## config.mk

```make
export PLATFORM = sky130hd
export DESIGN_NAME = tx_probe_arbiter
export DESIGN_NICKNAME = d
export VERILOG_FILES = /design/src/rtl/tx_probe_arbiter.sv
export SDC_FILE = /design/constraint.sdc
export NUM_CORES = 1
export LEC_CHECK = 0
export ABC_CLOCK_PERIOD_IN_PS = 2300
export BUFFER_PORTS_ARGS = -buffer_cell sky130_fd_sc_hd__buf_2
export CAP_MARGIN = 20
export CORE_MARGIN = 5
export CORE_UTILIZATION = 24
export CTS_BUF_LIST = sky130_fd_sc_hd__clkbuf_2 sky130_fd_sc_hd__clkbuf_4 sky130_fd_sc_hd__clkbuf_8
export DETAILED_ROUTE_END_ITERATION = 6
export HOLD_SLACK_MARGIN = 0.08
export MAX_ROUTING_LAYER = met4
export PLACE_DENSITY_LB_ADDON = 0.08
export SYNTH_ARGS = -nofsm -noshare
export SYNTH_HDL_FRONTEND = slang
export SYNTH_SLANG_ARGS = --single-unit
```

## constraint.sdc

```tcl
create_clock -name clk -period 2.3 [get_ports clk]
set_input_delay 0.23 -clock clk [delete_from_list [all_inputs] [get_ports clk]]
set_output_delay 0.23 -clock clk [all_outputs]
set_load 0.005 [all_outputs]
```

## src/rtl/tx_probe_arbiter.sv

```systemverilog
module tx_probe_arbiter #(
  parameter int NLINES = 16,
  parameter int TSW = 16,
  localparam int IW = $clog2(NLINES)
) (
  input  logic              clk,
  input  logic              rst_n,
  input  logic [TSW-1:0]    local_ts,
  input  logic              tx_begin,
  input  logic              tx_commit,
  input  logic              acc_valid,
  input  logic [IW-1:0]     acc_idx,
  input  logic [1:0]        acc_kind,
  input  logic              probe_valid,
  input  logic [IW-1:0]     probe_idx,
  input  logic              probe_ts_valid,
  input  logic [TSW-1:0]    probe_ts,
  input  logic              evict_valid,
  input  logic [IW-1:0]     evict_idx,
  input  logic              red_nack,
  input  logic              red_done,
  output logic              tx_active,
  output logic              resp_honor,
  output logic              resp_nack,
  output logic              abort,
  output logic [NLINES-1:0] inv_lines
);

  logic [NLINES-1:0] rd_q, wr_q, lb_q;
  logic nack_pend;

  wire [NLINES-1:0] spec = rd_q | wr_q | lb_q;
  wire probe_hit  = probe_valid & tx_active & spec[probe_idx];
  wire local_wins = probe_ts_valid & (local_ts < probe_ts);
  wire nack_now   = probe_hit & local_wins;
  wire evict_hit  = evict_valid & tx_active & spec[evict_idx];
  wire red_abort  = tx_active & red_done & (nack_pend | red_nack);
  wire abort_now  = (probe_hit & ~local_wins) | evict_hit | red_abort;

  always_ff @(posedge clk) begin
    if (!rst_n) begin
      rd_q <= '0; wr_q <= '0; lb_q <= '0;
      nack_pend <= 1'b0; tx_active <= 1'b0;
      resp_honor <= 1'b0; resp_nack <= 1'b0;
      abort <= 1'b0; inv_lines <= '0;
    end else begin
      resp_honor <= probe_valid & ~nack_now;
      resp_nack  <= nack_now;
      abort      <= abort_now;
      inv_lines  <= abort_now ? wr_q : '0;
      if (abort_now || (tx_commit && tx_active)) begin
        rd_q <= '0; wr_q <= '0; lb_q <= '0;
        nack_pend <= 1'b0; tx_active <= 1'b0;
      end else if (tx_begin && !tx_active) begin
        rd_q <= '0; wr_q <= '0; lb_q <= '0;
        nack_pend <= 1'b0; tx_active <= 1'b1;
      end else if (tx_active) begin
        if (acc_valid) begin
          case (acc_kind)
            2'd0: rd_q[acc_idx] <= 1'b1;
            2'd1: wr_q[acc_idx] <= 1'b1;
            2'd2: lb_q[acc_idx] <= 1'b1;
            default: ;
          endcase
        end
        if (red_nack) nack_pend <= 1'b1;
      end
    end
  end

  assert_one_answer_R4: assert property (@(posedge clk) disable iff (!rst_n)
    !(resp_honor && resp_nack));
  assert_probe_answered_R2: assert property (@(posedge clk) disable iff (!rst_n)
    probe_valid |=> (resp_honor || resp_nack));
  assert_untimed_never_nacked_R5: assert property (@(posedge clk) disable iff (!rst_n)
    (probe_valid && !probe_ts_valid) |=> !resp_nack);
  assert_abort_single_R9: assert property (@(posedge clk) disable iff (!rst_n)
    abort |=> !abort);
  assert_abort_ends_tx_R3: assert property (@(posedge clk) disable iff (!rst_n)
    abort |-> (!tx_active && $past(tx_active)));
  assert_merge_before_abort_R6: assert property (@(posedge clk) disable iff (!rst_n)
    (tx_active && red_nack && !red_done && !probe_valid && !evict_valid) |=> !abort);

endmodule

```

==> summary by stage, run 1 <==
Placement
During placement, the flow inserted port buffers numbering 75. The sum of net half-perimeters after detailed placement is approximately 9200 microns. The global placement routability congestion is 0.748. The instance count after placement with tap cells included is 711.

The minimum setup slack after placement is -0.00995 ns.

Worst setup path
Among all stages on the critical path, the largest delay is contributed by or3_1. The path type of the worst setup path is flip-flop to flip-flop. The worst setup path is launched from a flip-flop. STA classifies the critical path endpoint as a flip-flop. Along the worst path, the maximum fanout reaches 37.

The critical path goes through or3_1 -> mux2_2 -> o2111ai_1 -> a211o_1 -> nand2_2 -> buf_12 -> nor4_2. The startpoint of the most critical register-to-register path is lb_q[9]. For the worst setup path, the data required time is 2.57 ns. The worst reg-to-reg setup slack is 0.1 ns. The critical path data arrival time is 2.48 ns. Counting cells, the worst reg-to-reg path comes to 7. The largest single stage delay on the critical path is around 0.45 ns. The terminus of the critical flop-to-flop path is rd_q[6].

Timing
For the pin with the worst max-slew slack, the measured transition is 0.612 ns. The maximum clock frequency is 0.454 GHz. For the final routed database, the setup TNS stands at 0 ns. The clock period could shrink to 2.20 ns. Setup violations remaining at the end of the flow were counted as 0. The setup slack of the critical path after layout is roughly 0.099 ns. The count of final hold-check violations is 0. The ratio of final minimum period to clock period is 0.957. The worst max-slew margin expressed relative to the limit is 0.589. Setup repair after global routing left no endpoint under its margin. The setup clock skew after layout is between 0.003 and 0.004 ns.

The total count of max-transition violations in the final report is 0.

Global routing
The number of antenna violations at the first check in global routing is 0. Entering global routing, the biggest net connects 38 pins. The number of global-route vias before repair is 3434. The overall fraction of global-route tracks in use is 0.138. The first global-routing pass estimated 19200 microns of wire. The global-route congestion overflow total is 0.

Yosys
The net count after synthesis is 480. In this run the mean area of a mapped cell was 9.50 sq um. The number of synthesized register bits is between 60 and 70. The sequential cell area fraction in the yosys report is 0.356. The cell count after synthesis came out at 409. For this run, the leading register cell type out of synthesis is dfxtp_1.

The unique cell type count in the Yosys netlist is 52. After synthesis, the share of flip-flops with an asynchronous set or reset is 0. The post-synthesis instance area is just under 4000 sq um. The count of warnings emitted by yosys is 0. Yosys mapped a number of flops with a built-in enable equal to 0.

Die
The full die area is around 19000 sq um. From bottom edge to top edge, the die measures 137 microns. The count of pins on the block boundary is 76. The width of the die is 137 microns. After floorplanning, the core was divided into between 40 and 50 placement rows. In this run the standard cell core region covers ~16000 sq um.

For this configuration, the core starts out at a cell density of 0.245.

Clocking
The number of clock buffers added by TritonCTS is 9. The tree is rooted in a clkbuf_8. The number of clock sinks is 69.

In this run, post-CTS hold repair placed 0 buffers. The clock-pin slew on the worst setup and hold paths is 0.08 ns. The worst-case clock buffer depth is 2. The clock network latency to the later pin of the worst-skew pair is around 0.36 ns. TritonCTS built the clock tree. The count of H-tree levels built during CTS is 3.

Min path
The endpoint of the worst hold-timing path is resp_honor. The startpoint of the most critical hold path is probe_valid. The number of instances on the worst hold path is 2. The worst hold path belongs to the class input port to flip-flop.

Layout
The area used by sequential logic in the layout is around 1400 sq um. Summing all multi-input logic gate instances after layout gives 2280 sq um. Of the cells placed in the final design, the portion with a size suffix greater than 1 is 0.407. The total number of nets in the final design is 577. The number of antenna diodes in the final layout is 0. Fill cells in the final layout number 1726. The final instance count without filler cells is 727.

From synthesis to final layout, the design area changed by 28.5%.

Detailed routing
For this run, design rule violations remaining after detail routing come to 0. The first routing iteration left 129 violations. The overall routed net length is 12100 microns. The post-detailed-route wirelength per cell is 16.7 microns. The first TritonRoute pass finished after 5 iterations.

The post-route antenna net violation count is 0. The detailed router placed around 3500 vias in this run. Using the TritonRoute via totals, the vias-per-cell ratio works out to 4.75.

Run
The number of max-cap violations is 0.

Power and ir drop
For this design the ratio of total power to cell area is 523 nW/um^2. The worst IR drop on VDD is roughly 0.22 mV. The leakage power summed over all cells is roughly 1.8 nW.

Outcome
The flow ran to the end, and the final reports show no timing, DRC or antenna violations.
[cells in the final DEF, fill, tap and decap left out, types with 4 or more instances in the layout]
master,count
a21oi_1,53
nand2_1,27
buf_4,31
inv_1,17
nor3_1,19
nor2_1,16
o22ai_1,6
o21ai_0,5
nor4_1,9
buf_2,75
buf_12,9
nor4_2,50
ha_1,15
nand2b_1,8
dfxtp_1,69
nor4b_1,5
a21o_1,19
o2111ai_1,4
o22ai_2,10
clkbuf_8,10
[what timing repair did]
item	4_1_cts	5_1_grt
setup buffers	0	0
gates resized for setup	0	4
endpoints found under the setup margin	0	49
[through the flow]
step | util | area, sq um | hold WS (ns) | power (mW)
2_1_floorplan | - | 3880 | 0.376 | 1.45
3_3_place_gp | 0.300 | 4770 | 0.524 | 1.61
3_5_place_dp | 0.300 | 4770 | 0.520 | 1.61
4_1_cts | 0.313 | 4970 | 0.127 | 2.67
5_1_grt | 0.314 | 4990 | 0.143 | 2.76
6_report | 0.314 | 4990 | 0.151 | 2.61
[worst max-delay path: cells and delay by family (launching register included)]
| family | cells | cell delay (ns) |
|---|---|---|
| multiplexers | 1 | 0.29 |
| buffers and inverters | 1 | 0.20 |
| AO/OA/AOI/OAI | 2 | 0.44 |
| AND/OR/NAND/NOR | 3 | 0.83 |
| flip-flops | 1 | 0.32 |
[layout make-up]
type,count,area share
multi-input combinational,293,0.458
sequential,69,0.277
timing repair buffer,115,0.158
tap,216,0.0541
clock buffer,12,0.0306
inverter,18,0.0135
clock inverter,4,0.00952
[synthesized netlist by cell type, drive strengths merged, types with 2 or more instances]
master | instances | area (sq um)
a2111oi | 3 | 27.5
a211o | 2 | 17.5
a211oi | 3 | 27.5
a21o | 19 | 143
a21oi | 54 | 274
a2bb2oi | 2 | 23.8
buf | 18 | 156
clkbuf | 11 | 41.3
dfxtp | 69 | 1380
ha | 15 | 188
inv | 18 | 67.6
nand2 | 29 | 109
nand2b | 8 | 50.1
nand3 | 3 | 15.0
nand3b | 2 | 15.0
nor2 | 17 | 66.3
nor3 | 22 | 120
nor3b | 3 | 22.5
nor4 | 60 | 694
nor4b | 7 | 67.6
o2111ai | 4 | 35.0
o21ai | 7 | 35.0
o221ai | 2 | 17.5
o22ai | 16 | 163
o31ai | 2 | 15.0
or3 | 2 | 12.5
[state kept, by name (all words and copies together), names as in the netlist]
name / flops
resp_nack: 1
nack_pend: 1
abort: 1
inv_lines: 16
lb_q: 16
wr_q: 16
resp_honor: 1
rd_q: 16
tx_active: 1
[per-layer routing]
| metal | track usage | wire [microns] |
|---|---|---|
| met1 | 0.189 | 5920 |
| met4 | 0.0510 | 203 |
| met3 | 0.0263 | 591 |
| met2 | 0.203 | 5400 |
| met5 | - | 0 |
[cell families (layout without fill, tap and decap cells)]
group                    after synthesis  in the layout  synth area share
AO/OA/AOI/OAI                        120            120             0.213
adder cells (fa/ha/maj)               15             15            0.0483
buffers and inverters                 47            149            0.0683
flip-flops                            69             69             0.356
multiplexers                           2              2           0.00870
AND/OR/NAND/NOR                      156            156             0.307
[where the power goes]
part,leakage (nW),internal (mW),switching [mW]
combinational,1.14,0.146,0.227
clock,0.103,0.551,0.482
sequential,0.556,1.20,0.00582
[how the worst max path moves through the flow]
stage,start,end,slack [ns]
after floorplan,probe_ts[7],inv_lines[10],0.23
after global placement,local_ts[7],wr_q[11],-0.0001
after detailed placement,local_ts[7],rd_q[6],-0.01
after CTS,lb_q[11],rd_q[6],0.05
after global routing,lb_q[9],lb_q[2],0.006
final,lb_q[9],rd_q[6],0.1
No activity file was read; power rests on OpenSTA's default activity.
==> inputs of run 2 (changes only) <==
--- a/config.mk
+++ b/config.mk
@@ -5,7 +5,6 @@
 export SDC_FILE = /design/constraint.sdc
 export NUM_CORES = 1
 export LEC_CHECK = 0
-export ABC_CLOCK_PERIOD_IN_PS = 2300
 export BUFFER_PORTS_ARGS = -buffer_cell sky130_fd_sc_hd__buf_2
 export CAP_MARGIN = 20
 export CORE_MARGIN = 5
@@ -14,7 +13,7 @@
 export DETAILED_ROUTE_END_ITERATION = 6
 export HOLD_SLACK_MARGIN = 0.08
 export MAX_ROUTING_LAYER = met4
-export PLACE_DENSITY_LB_ADDON = 0.08
+export PLACE_DENSITY = 0.48
 export SYNTH_ARGS = -nofsm -noshare
 export SYNTH_HDL_FRONTEND = slang
 export SYNTH_SLANG_ARGS = --single-unit
==> run 2 against run 1 <==
Clock skew rose by 0.0083 ns. Highest routed layer unchanged. Critical endpoint is now wr_q[13]. Largest cell class unchanged. Global-route usage fell by 1.3 points. Final cell count fell by 2.9%. Critical path type unchanged. Sequential share of layout area rose by 1.0 points. Sequential power barely moved.
==> summary by stage, run 2 (synthesized netlist as in run 1, its figures left out) <==
Detailed routing
After detailed routing, the number of vias per cell comes to roughly 5. The first detailed-routing pass ran for 4 iterations. After detailed routing, the average wire length per cell comes to 16.1 microns. For this block, the initial DRC count from the detailed router was 294. The routed layout has 3461 vias. The post-route antenna net violation count is 0. In the routed design, unresolved DRC markers number 0. For this block, the routed nets add up to roughly 11000 microns of wire.

Worst setup path
STA puts the critical path data required time at 2.53 ns. The critical path contains buffers and inverters numbering 2 combined. The cell family contributing the most delay on the critical path is compound AO/OA/AOI/OAI gates. The slowest cell on the critical path is a2111oi_0. For this run, the slowest stage of the critical path takes 0.49 ns. The critical path goes through nor3_1 -> buf_4 -> a2111oi_0 -> nor4_1 -> a211o_1 -> nand2_2 -> clkbuf_16 -> nor4_2. The path type of the worst setup path is flip-flop to flip-flop. The type of origin of the critical path is a flip-flop.

The critical path data arrival time is ~2.4 ns. The type of destination of the critical path is a flip-flop. The largest driver fanout on the critical path is 23.

Placement
The cell area after placement is 4560 sq um. The minimum setup slack after placement is ~0.016 ns. The quantity of I/O buffers inserted on ports is 75. The global placement routability congestion is 0.846.

The wire-length estimate of the detail-placed layout is 8460 microns.

Clocking
Counting along the longest clock path gives a buffer depth of 2. In this run, post-CTS repair resized a total of 0 instances. The number of clock sinks is about 70. The number of buffers created by CTS is 9. After clock tree synthesis, the clock-pin slew on the worst setup and hold paths is around 0.070 ns. The post-CTS setup buffer count is 0. CTS built an H-tree with a depth of 3. The clock network latency to the later pin of the worst-skew pair is roughly 0.35 ns. The library cell used as clock root buffer is clkbuf_8.

TritonCTS built the clock tree. The post-cts hold buffer count is 0.

Power and ir drop
The areal power density over the cells is ~530 nW/um^2. The worst IR drop on VDD is 0.275 mV. Overall power consumption after layout is estimated at 2.56 mW. In this run the static leakage power is 1.69 nW.

Die
The total number of placement rows is 46. In this run the standard cell core region covers 15900 sq um. The die is 137 microns wide. The die height is 137 microns. The die covers 18800 sq um. For this configuration, the core starts out at a cell density of 0.245. The count of pins on the block boundary is 76.

Layout
The top cell types in the final layout, fill and taps aside, are 75 x buf_2, 69 x dfxtp_1, 53 x a21oi_1, 50 x nor4_2, 27 x nand2_1. The fraction of final layout cells with drive strength greater than 1 is 0.382. The most common cell after layout, fill and taps aside is buf_2. The sequential cells in the finished layout cover a total of about 1400 sq um. The combined area of the multi-input logic cells is 2290 sq um. Counting the fill cells in the layout gives 1715. The synthesis-to-finish area growth is 24.0%.

The total number of nets in the final design is 556. The number of antenna cells inserted is 0. Summing all non-filler instances in the final layout gives an area of 4820 sq um.

Global routing
The maximum number of pins on one net before global-route repair is 49. The wire length of the first global-routing pass is 18000 microns. The global-route congestion overflow total is 0. For this run, the total global-route usage over all layers was measured as 0.126. The number of global-route vias before repair is roughly 3500. The number of antenna violations at the first check in global routing was 0.

Timing
The setup slack of the critical path after layout is roughly 0.097 ns. Setup repair after global routing left no endpoint under its margin. Based on the critical path, the design can be clocked at up to 0.454 GHz. Measured against its own limit, the worst slew margin works out to 0.652. In the finished design, the share of the clock period the worst path needs comes to 0.958. Clock skew on the completed layout was measured at 0.0120 ns. The count of final hold-check violations was 0.

Summed over all failing endpoints, the final setup total negative slack is 0 ns. The total count of max-transition violations in the final report came to 0. The final number of setup-violating endpoints is 0. The post-route minimum period is 2.20 ns. For the pin with the worst max-slew slack, the measured transition is 0.519 ns.

Run
Max-cap violations in this run came to 0.

Outcome
The run finished with clean final reports.

Min path
The min-delay analysis places its worst path in the category input port to flip-flop.
[run 2: final cells by class]
class,instances,area share
flip-flops and latches,69,0.287
multi-input cells,293,0.475
clock buffers,11,0.0288
repair buffers,94,0.127
well taps,216,0.0561
inverters,18,0.0140
clock inverters,5,0.0127
[run 2: worst paths after layout]
path | depth (start not counted) | startpoint | end | slack [ns]
max | 8 | wr_q[3] | wr_q[13] | 0.1
min | 2 | probe_valid | resp_honor | 0.16
max reg2reg | 8 | wr_q[3] | wr_q[13] | 0.1
min reg2reg | 2 | rd_q[9] | rd_q[9] | 0.54
[run 2: report_power, final]
group	switching [mW]	internal (mW)	total [mW]
logic	0.222	0.134	0.355
registers	0.00740	1.20	1.21
clock network	0.475	0.527	1.00
total	0.704	1.86	2.56
[run 2: metrics by stage]
| step | hold slack [ns] | utilization | std cells |
|---|---|---|---|
| 6_report | 0.162 | 0.303 | 706 |
| 4_1_cts | 0.150 | 0.300 | 705 |
| 3_5_place_dp | 0.528 | 0.287 | 689 |
| 5_1_grt | 0.155 | 0.303 | 706 |
| 2_1_floorplan | 0.376 | - | 409 |
| 3_3_place_gp | 0.511 | 0.287 | 689 |
[run 2: routing by layer]
| metal | GRT usage | vias up | routed length (microns) |
|---|---|---|---|
| li1 | - | 1703 | - |
| met1 | 0.170 | 1649 | 5350 |
| met2 | 0.189 | 94 | 5170 |
| met3 | 0.0267 | 15 | 691 |
| met4 | 0.0382 | 0 | 178 |
| met5 | - | - | 0 |
==> inputs of run 3 (changes only) <==
--- a/config.mk
+++ b/config.mk
@@ -9,7 +9,7 @@
 export CAP_MARGIN = 20
 export CORE_MARGIN = 5
 export CORE_UTILIZATION = 24
-export CTS_BUF_LIST = sky130_fd_sc_hd__clkbuf_2 sky130_fd_sc_hd__clkbuf_4 sky130_fd_sc_hd__clkbuf_8
+export CTS_BUF_LIST = sky130_fd_sc_hd__clkbuf_16
 export DETAILED_ROUTE_END_ITERATION = 6
 export HOLD_SLACK_MARGIN = 0.08
 export MAX_ROUTING_LAYER = met4
==> run 3 against run 2 <==
First-iteration DRC count shrank 7.5%. Clock skew shrank 0.0036 ns. Worst setup slack gained 0.0040 ns. Count of clock-buffer cells in the layout shrank 2. Die area is the same. Register-to-register slack is essentially flat. Sequential power is essentially flat. Hold slack gained 0.018 ns. Final cell count is the same. Total power grew 14%. Sequential share of layout area shrank 0.51 points. Critical endpoint is now wr_q[3].
==> summary by stage, run 3 (synthesized netlist as in run 1, its figures left out) <==
Detailed routing
The routed via count divided by cell count is 4.92. After the first detailed-routing iteration, the DRC count stood at 272. The post-detailed-route wirelength per cell is ~16 microns.

Wires add up to 11400 microns. Before antenna repair, the detailed router went through 5 iterations. The post-route antenna net violation count is 0. For this block, the via count after detailed routing is 3475. The total DRC errors in the routed layout is 0.

Die
76 I/O pins were placed. The die height is 137 microns. The die covers 18800 sq um. Measured along the x axis, the die boundary spans 137 microns. The total number of placement rows is between 40 and 50.

The area inside the core boundary is 15900 sq um. The initial utilization of the core area, before any placement, comes to 0.245.

Timing
The sum of negative setup slack is 0 ns. The post-route minimum period is roughly 2.2 ns. Across all hold checks on the routed design, the worst slack comes to between 0.15 and 0.2 ns. At the pin with the least slew margin, the transition time is 0.557 ns. The count of final hold-check violations is 0.

In the finished design, the share of the clock period the worst path needs comes to 0.956. The setup clock skew after layout is 0.00841 ns. The maximum clock frequency is ~0.45 GHz. The worst pin sits at a relative slew slack of 0.626.

The final number of setup-violating endpoints is 0. The total count of max-transition violations in the final report is 0. Setup repair after global routing left no endpoint under its margin.

The setup slack of the critical path after layout is between 0.1 and 0.15 ns.

Worst setup path
Along the worst path, the maximum fanout reaches 23. STA classifies the critical path endpoint as a flip-flop. For the worst setup path, the data arrival time is around 2.4 ns.

STA puts the critical path data required time at 2.51 ns. The path type of the worst setup path is flip-flop to flip-flop. STA classifies the critical path startpoint as a flip-flop.

Global routing
For this run, the total global-route usage over all layers was measured as 0.126. The global-route congestion overflow total is 0. Entering global routing, the biggest net connects 49 pins.

The wire length of the first global-routing pass is roughly 18000 microns. The number of antenna violations at the first check in global routing came to 0. The number of global-route vias before repair is 3524.

Power and ir drop
The sum of internal, switching and leakage power is ~2.9 mW. The areal power density over the cells is 595 nW/um^2. For this design the static power due to leakage is around 1.7 nW. Across the VDD grid, the largest voltage drop is 0.348 mV.

Placement
The quantity of I/O buffers inserted on ports is 75. Including well taps, the total number of placed cells is between 600 and 700. The cell area after placement is 4560 sq um.

The sum of net half-perimeters after detailed placement is 8460 microns. At the end of routability-driven placement, the weighted congestion stood at 0.846. The minimum setup slack after placement is about 0.016 ns.

Clocking
In this run the clock root is driven by a clkbuf_16. The number of clock sinks is between 60 and 70. Counting along the longest clock path gives a buffer depth of 2.

After clock tree synthesis, the clock-pin slew on the worst setup and hold paths is around 0.060 ns. The TritonCTS clock tree is done. The post-cts hold buffer count is 0. The clock network latency to the later pin of the worst-skew pair is 0.33 ns. TritonCTS created 9 clock buffers. The count of H-tree levels built during CTS is 3.

Layout
The top cell types in the final layout, fill and taps aside, are 75 x buf_2, 69 x dfxtp_1, 53 x a21oi_1, 50 x nor4_2, 27 x nand2_1. The post-route standard cell area excluding fillers is between 4000 and 5000 sq um. The share of the core filled with cells in the final layout is 0.309. The synthesis-to-finish area growth is 26.2%. For this run, the number of standard cells in the final layout without fillers is 706. At the end of the flow, the number of nets in the layout was 556. The fraction of final layout cells with drive strength greater than 1 is 0.376. The number of antenna diodes in the final layout is 0. The library cell used most frequently in the layout, excluding fill and tap cells, is buf_2.

Run
Max-cap violations in this run came to 0.

Min path
The tightest min-delay check is of the input port to flip-flop type.

Outcome
The flow ran to the end, and the final reports show no timing, DRC or antenna violations.
run 3: changes by cell type in the layout (fill, tap and decap cells not counted):
cell and delta:
clkbuf_16 +9, clkbuf_4 -2, nor4b_1 +1, inv_1 +2, nor4b_2 -1, clkbuf_8 -9
run 3: power by group:
group	internal, mW	total [mW]	switching, mW
combinational	0.133	0.356	0.223
sequential	1.20	1.21	0.00733
clock	0.832	1.35	0.522
total	2.17	2.92	0.752
run 3: area by class of cell:
| class | count | area (sq um) |
|---|---|---|
| inverter | 18 | 67.6 |
| clock buffer | 9 | 225 |
| clock inverter | 7 | 68.8 |
| timing repair buffer | 94 | 611 |
| multi-input combinational | 293 | 2280 |
| tap | 216 | 270 |
| fill | 1703 | 11000 |
| sequential | 69 | 1380 |
run 3: final timing paths:
check                    from          to  slack, ns  cells after the start
setup reg to reg      wr_q[3]     wr_q[3]       0.10                      8
setup / recovery      wr_q[3]     wr_q[3]       0.10                      8
hold reg to reg       rd_q[6]     rd_q[6]       0.54                      2
hold / removal    probe_valid  resp_honor       0.18                      2
run 3: worst max-delay path, cell delays in order, from the launching register on:
cell       delay, ns
dfxtp_1         0.41
nor3_1          0.10
buf_4           0.15
a2111oi_0       0.49
nor4_1          0.11
a211o_1         0.34
nand2_2         0.15
clkbuf_16       0.26
nor4_2          0.07
run 3: metal layers:
layer / up-vias / GRT usage / wire [microns]
li1: 1707 / - / -
met1: 1637 / 0.171 / 5420
met2: 116 / 0.188 / 5050
met3: 15 / 0.0321 / 763
met4: 0 / 0.0349 / 179
met5: - / - / 0
run 3: what timing repair did:
action                                  4_1_cts  5_1_grt
endpoints found under the setup margin        0       35
gates resized for setup                       0        4
setup buffers                                 0        0
